--- src/rtl/sf_pkg.sv ---
package sf_pkg;
  // Upper bound for entry and node index fields carried in the strobe struct.
  localparam int SfIdxW = 8;

  typedef struct packed {
    logic              wrAlloc;  // write a new tag with a single node bit
    logic              setBit;   // OR a node bit into an existing entry
    logic              clrBit;   // remove a node bit from an existing entry
    logic              evict;    // present the old entry contents on the eviction port
    logic [SfIdxW-1:0] entry;
    logic [SfIdxW-1:0] node;
  } sfStrobe_t;
endpackage

--- src/rtl/sf_datapath.sv ---
module sf_datapath
  import sf_pkg::*;
#(
  parameter int ENTRIES = 8,
  parameter int NODES   = 4,
  parameter int TAG_W   = 16
) (
  input  logic                               clk,
  input  logic                               rstN,
  input  logic [TAG_W-1:0]                   lkTag,
  input  logic [TAG_W-1:0]                   upTag,
  input  sfStrobe_t                          strobe,
  output logic [ENTRIES-1:0]                 lkHitVec,
  output logic [ENTRIES-1:0]                 upHitVec,
  output logic [ENTRIES-1:0]                 validVec,
  output logic [ENTRIES-1:0][$clog2(NODES+1)-1:0] popCnt,
  output logic                               lkHit,
  output logic [NODES-1:0]                   lkPresence,
  output logic                               evValid,
  output logic [TAG_W-1:0]                   evTag,
  output logic [NODES-1:0]                   evPresence
);
  localparam int IDX_W  = $clog2(ENTRIES);
  localparam int NODE_W = $clog2(NODES);
  localparam int CNT_W  = $clog2(NODES + 1);

  logic [TAG_W-1:0] tagQ  [ENTRIES];
  logic [NODES-1:0] presQ [ENTRIES];
  logic [ENTRIES-1:0] validQ;

  logic [IDX_W-1:0] wrIdx;
  logic [NODES-1:0] nodeBit;
  logic [NODES-1:0] clrNext;

  assign validVec = validQ;
  assign wrIdx    = strobe.entry[IDX_W-1:0];
  assign nodeBit  = NODES'(1) << strobe.node[NODE_W-1:0];
  assign clrNext  = presQ[wrIdx] & ~nodeBit;

  // Tag compare and owner count for every entry
  for (genvar i = 0; i < ENTRIES; i++) begin : g_entry
    assign lkHitVec[i] = validQ[i] && (tagQ[i] == lkTag);
    assign upHitVec[i] = validQ[i] && (tagQ[i] == upTag);
    assign popCnt[i]   = CNT_W'($countones(presQ[i]));

    a_r8_valid_nonzero: assert property (@(posedge clk) disable iff (!rstN)
      validQ[i] |-> (presQ[i] != '0))
      else $error("R8: valid entry with empty presence vector");
  end

  always_comb begin
    lkPresence = '0;
    for (int i = 0; i < ENTRIES; i++) begin
      if (lkHitVec[i]) lkPresence = lkPresence | presQ[i];
    end
  end
  assign lkHit = |lkHitVec;

  a_r2_single_hit: assert property (@(posedge clk) disable iff (!rstN)
    $onehot0(lkHitVec))
    else $error("R2: tag present in more than one entry");

  always_ff @(posedge clk) begin
    if (!rstN) begin
      validQ     <= '0;
      evValid    <= 1'b0;
      evTag      <= '0;
      evPresence <= '0;
      for (int i = 0; i < ENTRIES; i++) begin
        tagQ[i]  <= '0;
        presQ[i] <= '0;
      end
    end else begin
      evValid <= strobe.evict;
      if (strobe.evict) begin
        evTag      <= tagQ[wrIdx];
        evPresence <= presQ[wrIdx];
      end
      if (strobe.wrAlloc) begin
        tagQ[wrIdx]   <= upTag;
        presQ[wrIdx]  <= nodeBit;
        validQ[wrIdx] <= 1'b1;
      end else if (strobe.setBit) begin
        presQ[wrIdx] <= presQ[wrIdx] | nodeBit;
      end else if (strobe.clrBit) begin
        presQ[wrIdx] <= clrNext;
        if (clrNext == '0) validQ[wrIdx] <= 1'b0;
      end
    end
  end
endmodule

--- src/rtl/sf_control.sv ---
module sf_control
  import sf_pkg::*;
#(
  parameter int ENTRIES = 8,
  parameter int NODES   = 4
) (
  input  logic                                    clk,
  input  logic                                    rstN,
  input  logic                                    lkValid,
  input  logic                                    upValid,
  input  logic                                    upSet,
  input  logic [$clog2(NODES)-1:0]                upNode,
  input  logic [ENTRIES-1:0]                      lkHitVec,
  input  logic [ENTRIES-1:0]                      upHitVec,
  input  logic [ENTRIES-1:0]                      validVec,
  input  logic [ENTRIES-1:0][$clog2(NODES+1)-1:0] popCnt,
  output sfStrobe_t                               strobe
);
  localparam int IDX_W = $clog2(ENTRIES);
  localparam int CNT_W = $clog2(NODES + 1);

  // Age rank per entry: 0 is most recent, ENTRIES-1 is oldest; always a permutation.
  logic [IDX_W-1:0] rankQ [ENTRIES];

  logic             upHitAny, lkHitAny, freeAny;
  logic [IDX_W-1:0] upHitIdx, lkHitIdx, freeIdx, victimIdx;
  logic             touchEn;
  logic [IDX_W-1:0] touchIdx;

  function automatic logic [IDX_W-1:0] encode(input logic [ENTRIES-1:0] vec);
    logic [IDX_W-1:0] idx;
    idx = '0;
    for (int i = ENTRIES - 1; i >= 0; i--) begin
      if (vec[i]) idx = IDX_W'(i);
    end
    return idx;
  endfunction

  assign upHitAny = |upHitVec;
  assign lkHitAny = |lkHitVec;
  assign freeAny  = ~&validVec;
  assign upHitIdx = encode(upHitVec);
  assign lkHitIdx = encode(lkHitVec);
  assign freeIdx  = encode(~validVec);

  // Victim: lowest owner count, then oldest rank, then lowest index
  always_comb begin
    logic             found;
    logic [CNT_W-1:0] bestPop;
    logic [IDX_W-1:0] bestRank;
    found     = 1'b0;
    bestPop   = '1;
    bestRank  = '0;
    victimIdx = '0;
    for (int i = 0; i < ENTRIES; i++) begin
      if (validVec[i]) begin
        if (!found || (popCnt[i] < bestPop) ||
            ((popCnt[i] == bestPop) && (rankQ[i] > bestRank))) begin
          found     = 1'b1;
          bestPop   = popCnt[i];
          bestRank  = rankQ[i];
          victimIdx = IDX_W'(i);
        end
      end
    end
  end

  // Operation decode
  always_comb begin
    strobe   = '0;
    touchEn  = 1'b0;
    touchIdx = '0;
    strobe.node = SfIdxW'(upNode);
    if (upValid) begin
      if (upHitAny) begin
        strobe.entry  = SfIdxW'(upHitIdx);
        strobe.setBit = upSet;
        strobe.clrBit = !upSet;
        touchEn       = 1'b1;
        touchIdx      = upHitIdx;
      end else if (upSet) begin
        strobe.wrAlloc = 1'b1;
        strobe.evict   = !freeAny;
        strobe.entry   = SfIdxW'(freeAny ? freeIdx : victimIdx);
        touchEn        = 1'b1;
        touchIdx       = freeAny ? freeIdx : victimIdx;
      end
    end
    if (!touchEn && lkValid && lkHitAny) begin
      touchEn  = 1'b1;
      touchIdx = lkHitIdx;
    end
  end

  always_ff @(posedge clk) begin
    if (!rstN) begin
      for (int i = 0; i < ENTRIES; i++) rankQ[i] <= IDX_W'(i);
    end else if (touchEn) begin
      for (int i = 0; i < ENTRIES; i++) begin
        if (IDX_W'(i) == touchIdx)          rankQ[i] <= '0;
        else if (rankQ[i] < rankQ[touchIdx]) rankQ[i] <= rankQ[i] + 1'b1;
      end
    end
  end

  for (genvar r = 0; r < ENTRIES; r++) begin : g_rankChk
    logic [ENTRIES-1:0] holds;
    always_comb begin
      for (int i = 0; i < ENTRIES; i++) holds[i] = (rankQ[i] == IDX_W'(r));
    end
    a_r6_rank_unique: assert property (@(posedge clk) disable iff (!rstN)
      $countones(holds) == 1)
      else $error("R6: age ranks are not a permutation");
  end
endmodule

--- src/rtl/snoop_filter.sv ---
module snoop_filter
  import sf_pkg::*;
#(
  parameter int ENTRIES = 8,
  parameter int NODES   = 4,
  parameter int TAG_W   = 16
) (
  input  logic                     clk,
  input  logic                     rstN,
  input  logic                     lkValid,
  input  logic [TAG_W-1:0]         lkTag,
  output logic                     lkHit,
  output logic [NODES-1:0]         lkPresence,
  input  logic                     upValid,
  input  logic [TAG_W-1:0]         upTag,
  input  logic [$clog2(NODES)-1:0] upNode,
  input  logic                     upSet,
  output logic                     evValid,
  output logic [TAG_W-1:0]         evTag,
  output logic [NODES-1:0]         evPresence
);
  localparam int CNT_W = $clog2(NODES + 1);

  sfStrobe_t                          strobe;
  logic [ENTRIES-1:0]                 lkHitVec, upHitVec, validVec;
  logic [ENTRIES-1:0][CNT_W-1:0]      popCnt;

  sf_control #(.ENTRIES(ENTRIES), .NODES(NODES)) i_control (
    .clk(clk), .rstN(rstN), .lkValid(lkValid), .upValid(upValid),
    .upSet(upSet), .upNode(upNode), .lkHitVec(lkHitVec),
    .upHitVec(upHitVec), .validVec(validVec), .popCnt(popCnt),
    .strobe(strobe)
  );

  sf_datapath #(.ENTRIES(ENTRIES), .NODES(NODES), .TAG_W(TAG_W)) i_datapath (
    .clk(clk), .rstN(rstN), .lkTag(lkTag), .upTag(upTag), .strobe(strobe),
    .lkHitVec(lkHitVec), .upHitVec(upHitVec), .validVec(validVec),
    .popCnt(popCnt), .lkHit(lkHit), .lkPresence(lkPresence),
    .evValid(evValid), .evTag(evTag), .evPresence(evPresence)
  );

  a_r3_hit_no_evict: assert property (@(posedge clk) disable iff (!rstN)
    (upValid && (|upHitVec)) |=> !evValid)
    else $error("R3: update of tracked line raised an eviction");

  a_r4_free_no_evict: assert property (@(posedge clk) disable iff (!rstN)
    (upValid && upSet && !(|upHitVec) && !(&validVec)) |=> !evValid)
    else $error("R4: allocation with free entry raised an eviction");

  a_r5_evict_full: assert property (@(posedge clk) disable iff (!rstN)
    (upValid && upSet && !(|upHitVec) && (&validVec)) |=> (evValid && evPresence != '0))
    else $error("R5: full-table allocation without a proper eviction");

  a_r9_clear_miss: assert property (@(posedge clk) disable iff (!rstN)
    (upValid && !upSet && !(|upHitVec)) |=> (!evValid && $stable(validVec)))
    else $error("R9: clear on untracked tag had an effect");
endmodule

--- config.mk ---
export PLATFORM = sky130hd
export DESIGN_NAME = snoop_filter
export DESIGN_NICKNAME = d
export VERILOG_FILES = /design/src/rtl/sf_pkg.sv /design/src/rtl/sf_datapath.sv /design/src/rtl/sf_control.sv /design/src/rtl/snoop_filter.sv
export SDC_FILE = /design/constraint.sdc
export NUM_CORES = 1
export LEC_CHECK = 0
export CORE_AREA = 2 2 183 185
export DETAILED_ROUTE_END_ITERATION = 8
export DIE_AREA = 0 0 185 187
export HOLD_SLACK_MARGIN = 0.08
export PLACE_DENSITY = 0.67
export SYNTH_ARGS = -nofsm -noshare
export SYNTH_HDL_FRONTEND = slang
export SYNTH_HIERARCHICAL = 1
export SYNTH_SLANG_ARGS = --single-unit
--- constraint.sdc ---
create_clock -name clk -period 20.9 [get_ports clk]
set_input_delay 2.09 -clock clk [delete_from_list [all_inputs] [get_ports clk]]
set_output_delay 2.09 -clock clk [all_outputs]
set_load 0.05 [all_outputs]
==> Word-level counts from Yosys, hierarchy flattened <==
Memory sizes are Yosys's and may differ from the RTL's. A register that Yosys moved wholly into a read port is not among the register bits.
Index checks and enable logic that the tools add are counted.
{ "word_totals": {"ff_bits": 13, "ram_bits": 184, "mem_count": 3, "out_inout_bits": 26, "elab_cells": 402, "in_bits": 39} }
{ "op_classes": {"eq_ne": 31, "shift": 1, "reduce_logical": 60, "magnitude_cmp": 24, "n_addsub": 32, "n_mux": 216, "n_bitwise": 32} }
{ "mem_list": {"columns": ["memory", "depth", "word_bits", "read_ports", "rd_clocked_by_memory_dff", "write_ports", "line", "text"], "rows": [
  ["i_datapath.tagQ", 8, 16, 9, 1, 8, "sf_datapath.sv:27", "logic [TAG_W-1:0] tagQ [ENTRIES];"],
  ["i_datapath.presQ", 8, 4, 9, 0, 8, "sf_datapath.sv:28", "logic [NODES-1:0] presQ [ENTRIES];"],
  ["i_control.rankQ", 8, 3, 9, 0, 8, "sf_control.sv:23", "logic [IDX_W-1:0] rankQ [ENTRIES];"]
]} }
{ "op_table": {"columns": ["cell", "n"], "rows": [
  ["$mux W3", 87],
  ["$eq A16 B16 Y1", 16],
  ["$mux W1", 108],
  ["$lt A3 B3 Y1", 15],
  ["$mux W4", 11],
  ["$mux W8", 5],
  ["$add A1 B1 Y2", 16],
  ["$or A4 B4 Y4", 8],
  ["$logic_and A1 B1 Y1", 26],
  ["$add A3 B1 Y3 const B", 8],
  ["$add A3 B3 Y3", 8],
  ["$eq A3 B3 Y1", 7],
  ["$gt A3 B3 Y1", 7],
  ["$or A1 B1 Y1", 18],
  ["$mux W16", 1],
  ["$not A8 Y8", 2],
  ["$reduce_or A16 Y1", 1],
  ["$reduce_or A8 Y1", 2],
  ["$logic_or A1 B1 Y1", 14],
  ["$eq A3 B3 Y1 const A", 4],
  ["$mux W12", 1],
  ["$logic_not A1 Y1", 10],
  ["$mux W9", 1],
  ["$and A8 B8 Y8", 1],
  ["17 further kinds", 19]
]} }

==> Longest topological paths before layout <==
Gate-level depths: netlist of run 1.
An unclocked memory read counts as a cell.
{ "depth": {"word_depth": 53, "ltp_mapped": 65, "ltp_nobuf": 61} }

==> Modules after synthesis <==
The synthesis of run 1 kept the hierarchy.
{ "by_module_without_submodules": {"columns": ["mod", "n_inst", "cells_each", "seq_area_each_um2", "area_each_um2"], "rows": [
  ["sf_datapath", 1, 1144, 5385.2, 12200.5],
  ["sf_control", 1, 482, 720.7, 3976.3]
]} }

==> Worst setup path before layout of run 1 <==
Ideal clock, no wire load.
{ "synth_timing": {"path_kind": "flip-flop to flip-flop", "start": "mem i_datapath.presQ[0][0]", "end": "mem i_control/rankQ[7][0] in the netlist's numbering, enable pin", "n_path_buf": 4, "path_slack_ns": 7.318, "path_stages_with_launch": 60, "synth_period_minus_slack_ns": 13.582, "t_required_ns": 20.523, "setup_ns": 0.377, "arrival_time_ns": 13.205, "cell_sequence": "edfxtp_1 > inv_1 > fa_1 > inv_1 > ha_1 > ha_1 > nor2b_1 > ha_1 > nor2b_1 > o211ai_1 > a32oi_1 > mux2i_1 > inv_1 > ha_1 > nor2b_1 > o221ai_1 > a22oi_1 > mux2_2 > (+24 left out) > buf_1 > nor2_1 > a21oi_1 > ha_1 > a21oi_1 > o21ai_0 > a221o_1 > or3_1 > a311oi_1 > nor2_1 > clkbuf_1 > mux2_2 > nor2_1 > a21oi_1 > a21oi_1 > ha_1 > a21boi_1 > o311ai_0"} }
{ "synth_lines": {"columns": ["element", "line"], "rows": [
  ["from (decl)", "sf_datapath.sv:28"],
  ["to (decl)", "sf_control.sv:23"]
]} }

==> results.py, run 1 <==
metrics = {
    "synth": {
        "syn_nets": 1738,
        "netlist_area_sq_um": 16100,
        "synthCells": 1614,
        "synth_area_per_cell_sq_um": 9.97,
        "ys.warnings.count": 6,
    },
    "timing": {
        "post-route-period-util_pct": 75.3,
        "hold_viol_final": 0,
        "slew_violations": 0,
        "fin_tns_setup_ps": 0,
        "tightest_slew_ps": 1260,
        "clock_skew_ps": 10.2,
        "setup_viol": 0,
        "fmax_mhz": 63.5,
        "maxSlewHeadroom_pct": 15.9,
        "timing.final.crit_period_ps": 15740,
        "worst_slack_ps": 5160,
        "rsz0062_at_grt": "false",
    },
    "die": {
        "die_y_um": 187,
        "dieArea_sq_um": 34600,
        "coreArea_sq_um": 32900,
        "die_w_um": 185,
        "rows": 67,
        "io_pins": 65,
        "start_util_pct": 49.0,
    },
    "clock_network": {
        "cts_resized": 0,
        "cts_root_buf": "clkbuf_16",
        "ctsHoldBuffers": 0,
        "worst_skew_pair.late_latency_ps": 550,
        "htree_levels": 1,
        "cts_sinks": 213,
        "clk_path_buf_depth": 3,
        "cts_tree": "built",
        "cts_setup_buffers": 0,
        "clk_pin_slew_worst_paths_ps": 60,
        "cts_buffers": 25,
    },
    "global_routing": {
        "grt_pass1_wl_um": 78600,
        "overflow": 0,
        "antenna_found_initial": 1,
        "grt_pass1_vias": 12700,
        "grt_usage_pct": 30.5,
        "grt_max_degree": 66,
    },
    "critical_path": {
        "critPathLaunch": "i_datapath/presQ[1][0]$_SDFFCE_PN0P_",
        "cp-end-kind": "flip-flop",
        "crit_required_ps": 21080,
        "cp-start-kind": "flip-flop",
        "worstReg2RegStart": "i_datapath/presQ[1][0]$_SDFFCE_PN0P_",
        "path_max_fanout": 14,
        "cp_slowest_cell": "nor2b_1",
        "crit_type": "reg -> reg",
        "crit_top_cell": "ha_1",
        "critPathMaxStageDelay_ps": 740,
        "critPathArrivalTime_ps": 15920,
    },
    "hold_path": {
        "hp-start": "i_datapath/evTag[15]$_SDFFE_PN0P_",
        "hold_path_class": "reg -> reg",
    },
    "power": {
        "seqPwrFrac_pct": 46.1,
        "pwr-share-comb_pct": 14.1,
        "peakVddDrop_mv": 0.0638,
        "p_leak_nw": 6.56,
        "p_clk_share_pct": 39.7,
        "switching_share_pct": 27.3,
        "p_sw_mw": 0.295,
        "p_int_mw": 0.788,
        "power.density_nw_per_um2": 60.8,
    },
    "finish": {
        "fillers": 3028,
        "seq_area_sq_um": 6110,
        "final_nets": 1747,
        "utilization_pct": 54.3,
        "area_delta_synth_final_pct": 10.8,
        "drive_above_1_share_pct": 8.16,
        "multiInputGateArea_sq_um": 9280,
    },
    "placed_design": {
        "pre_cts_ws_ps": 5310,
        "dp_hpwl_um": 38800,
        "gp_congestion": 0.967,
        "portBuffers": 64,
    },
    "drt": {
        "routed_wl_um": 53200,
        "drcViolationCount": 0,
        "detail_route.wl_per_cell_um": 25.4,
        "drtIter0Drc": 1261,
        "vias": 13000,
        "ant_nets": 0,
        "viasPerCell": 6.20,
        "first_pass_iters": 6,
    },
    "job": {
        "maxCapViolCount": 0,
    },
    "run_status": {
        "status": "complete, no violations",
    },
}
[stage by stage]
step	hold WS, ps	cell area [sq um]	power (mW)	instances
6_report	487	17800	1.08	2091
5_1_grt	509	17800	1.12	2090
4_1_cts	490	17800	1.09	2090
3_5_place_dp	479	17000	0.659	2044
3_3_place_gp	476	17000	0.655	2044
2_1_floorplan	466	16100	0.605	1614
[sequential cells by signal, summed over array words and instances (netlist names), named ones only]
signal / cells
i_datapath/presQ: 32
i_datapath/evValid: 1
i_control/rankQ: 24
i_datapath/tagQ: 128
i_datapath/evTag: 16
i_datapath/evPresence: 4
[per-layer routing]
| metal | track usage (%) | vias up | routed length (um) |
|---|---|---|---|
| li1 | - | 5839 | - |
| met1 | 40.0 | 6309 | 21100 |
| met5 | 0 | - | 8 |
| met4 | 12.3 | 2 | 2350 |
| met3 | 5.59 | 142 | 4990 |
| met2 | 49.6 | 662 | 24700 |
[critical path: cells and delay by family (launching register included)]
family          cells  cell delay, ps
simple gates       13            3210
flops               1             400
fa+ha+maj          11            3330
buf+inv             4             250
compound gates     21            6040
mux                 6            2130
[layout make-up]
| type | instances | share of cell area, % |
|---|---|---|
| Clock buffer | 41 | 4.24 |
| Inverter | 74 | 1.56 |
| Tap cell | 448 | 3.14 |
| Clock inverter | 5 | 0.274 |
| Multi-Input combinational cell | 1222 | 52.0 |
| Timing Repair Buffer | 87 | 4.53 |
| Antenna cell | 1 | 0.0140 |
| Sequential cell | 213 | 34.2 |
[path summary, 6_finish.rpt]
kind	endpoint	slack, ps	cells past startpoint
min	i_datapath/evTag[15]$_SDFFE_PN0P_	490	2
max	i_control/rankQ[7][2]$_SDFFCE_PN1P_	5160	55
max reg2reg	i_control/rankQ[7][2]$_SDFFCE_PN1P_	5160	55
min reg2reg	i_datapath/evTag[15]$_SDFFE_PN0P_	490	2
[power groups by stage]
stage          sequential, mW  combinational [mW]  clock, mW
6_report                0.500               0.153      0.431
2_1_floorplan           0.497               0.107          0
3_5_place_dp            0.508               0.151          0
5_1_grt                 0.501               0.166      0.452
4_1_cts                 0.499               0.151      0.434
3_3_place_gp            0.508               0.147          0
[cells in the final DEF (no fill, tap or decap), types with 24 or more instances in the layout]
master,instances
edfxtp_1,184
xnor2_1,169
and2_1,113
nor2_1,103
nand2_1,99
xor2_1,95
ha_1,77
inv_1,73
clkdlybuf4s50_1,63
nand4_1,48
o21ai_0,45
and3_1,39
nor4_1,38
a21oi_1,37
mux2i_1,35
dfxtp_1,29
clkbuf_16,26
mux2_2,25
nand3_1,24
nor3_1,24
No activity file was read; power rests on OpenSTA's default activity.
==> inputs of run 2 (changes only) <==
==> constraint.sdc (replaced) <==
create_clock -name clk -period 15.3 [get_ports clk]
set_input_delay 1.53 -clock clk [delete_from_list [all_inputs] [get_ports clk]]
set_output_delay 1.53 -clock clk [all_outputs]
set_load 0.05 [all_outputs]
==> results.py, run 2 (synthesized netlist as in run 1, its figures left out) <==
metrics = {
    "placed_design": {
        "portBuffers": 64,
        "dp_hpwl_um": 40700,
        "detailed_place.area_sq_um": 17100,
        "dp.cells": 2058,
        "pre_cts_ws_ps": 273,
        "gp_congestion": 0.989,
    },
    "drt": {
        "wl_met3_um": 3870,
        "wl_met2_um": 25700,
        "drcViolationCount": 0,
        "highest_layer": "met5",
        "routed_wl_um": 54400,
        "first_pass_iters": 5,
        "drtIter0Drc": 1438,
        "viasPerCell": 6.28,
        "detail_route.wl_per_cell_um": 25.9,
        "m1WireLength_um": 22400,
        "vias": 13200,
        "ant_nets": 0,
    },
    "timing": {
        "hold_viol_final": 0,
        "post-route-period-util_pct": 92.9,
        "setup_viol": 0,
        "tightest_slew_ps": 1240,
        "maxSlewHeadroom_pct": 16.8,
        "slew_violations": 0,
        "clock_skew_ps": 23.0,
        "worst_slack_ps": 1090,
        "fmax_mhz": 70.4,
        "timing.final.crit_period_ps": 14210,
    },
    "finish": {
        "final_cells": 2103,
        "top_regs": "i_datapath/tagQ (128), i_datapath/presQ (32), i_control/rankQ (24)",
        "final_area_sq_um": 18000,
        "final_nets": 1761,
        "largest_reg_flops": 128,
        "diodes": 0,
        "layout_commonest_cell": "edfxtp_1",
        "area_delta_synth_final_pct": 12.0,
        "fillers": 2942,
        "top_register": "i_datapath/tagQ",
        "mostFrequentLayoutCells": "184 x edfxtp_1, 169 x xnor2_1, 113 x and2_1, 103 x nor2_1, 99 x nand2_1",
        "drive_above_1_share_pct": 9.37,
    },
    "power": {
        "peakVddDrop_mv": 0.0681,
        "p_leak_nw": 6.67,
        "power.density_nw_per_um2": 84.7,
    },
    "die": {
        "io_pins": 65,
        "dieArea_sq_um": 34600,
        "die_w_um": 185,
        "coreArea_sq_um": 32900,
        "rows": 67,
        "start_util_pct": 49.0,
        "die_y_um": 187,
    },
    "clock_network": {
        "cts_buffers": 25,
        "ctsHoldBuffers": 0,
        "cts_root_buf": "clkbuf_16",
        "cts_tree": "built",
        "worst_skew_pair.late_latency_ps": 550,
        "clk_path_buf_depth": 3,
        "htree_levels": 1,
        "cts_setup_buffers": 0,
        "cts_resized": 0,
        "clk_pin_slew_worst_paths_ps": 60,
        "cts_sinks": 213,
    },
    "global_routing": {
        "grt_max_degree": 46,
        "overflow": 0,
        "antenna_found_initial": 2,
        "grt_pass1_wl_um": 80900,
        "grt_usage_pct": 31.3,
        "grt_pass1_vias": 12700,
    },
    "critical_path": {
        "cp-end-kind": "flip-flop",
        "cp-start-kind": "flip-flop",
        "critPathMaxStageDelay_ps": 530,
        "crit_required_ps": 15570,
        "cp_slowest_cell": "fa_1",
        "crit_top_cell": "ha_1",
        "crit_type": "reg -> reg",
        "critPathArrivalTime_ps": 14470,
        "path_max_fanout": 14,
    },
    "run_status": {
        "status": "complete, no violations",
    },
    "job": {
        "maxCapViolCount": 0,
    },
    "hold_path": {
        "hold_path_class": "reg -> reg",
    },
}
-- run 2: final timing paths --
kind,startpoint,slack (ps),cells past startpoint,endpoint
max,i_datapath/presQ[0][0]$_SDFFCE_PN0P_,1090,58,i_control/rankQ[5][0]$_DFFE_PP_
min,i_datapath/evTag[10]$_SDFFE_PN0P_,490,2,i_datapath/evTag[10]$_SDFFE_PN0P_
max reg2reg,i_datapath/presQ[0][0]$_SDFFCE_PN0P_,1090,58,i_control/rankQ[5][0]$_DFFE_PP_
min reg2reg,i_datapath/evTag[10]$_SDFFE_PN0P_,490,2,i_datapath/evTag[10]$_SDFFE_PN0P_
-- run 2: layout make-up --
cell class	count	area (sq um)	area share, %
Multi-Input combinational cell	1222	9300	51.6
Sequential cell	213	6110	33.9
Timing Repair Buffer	101	913	5.07
Clock buffer	28	637	3.54
Tap cell	448	561	3.11
Inverter	74	278	1.54
Clock inverter	17	220	1.22
-- run 2: worst max-delay path: cells and delay by family (launching register included) --
kind                     cells  cell delay (ps)
AO/OA/AOI/OAI               20             4520
AND/OR/NAND/NOR             14             3240
adder cells (fa/ha/maj)     11             2910
multiplexers                 6             2180
buffers and inverters        7              680
flip-flops                   1              370
-- run 2: metrics by stage --
| step | hold WS, ps | total power, mW | utilization (%) | TNS [ps] |
|---|---|---|---|---|
| floorplan | 466 | 0.826 | - | 0 |
| global placement | 473 | 0.897 | 52.1 | 0 |
| detailed placement | 482 | 0.903 | 52.1 | 0 |
| CTS | 490 | 1.53 | 54.7 | 0 |
| global route | 511 | 1.57 | 54.8 | -38.7 |
| finish | 491 | 1.53 | 54.8 | 0 |
-- run 2: per-layer routing --
| layer | vias to the layer above | GRT usage (%) |
|---|---|---|
| li1 | 5866 | - |
| met1 | 6527 | 41.8 |
| met2 | 647 | 51.5 |
| met3 | 164 | 4.03 |
| met4 | 2 | 12.5 |
| met5 | - | 0.286 |
-- run 2: where the power goes --
part / switching, mW / internal, mW / total (mW)
registers: 0.0325 / 0.651 / 0.684
clock network: 0.246 / 0.384 / 0.631
logic: 0.125 / 0.0878 / 0.212
total: 0.403 / 1.12 / 1.53
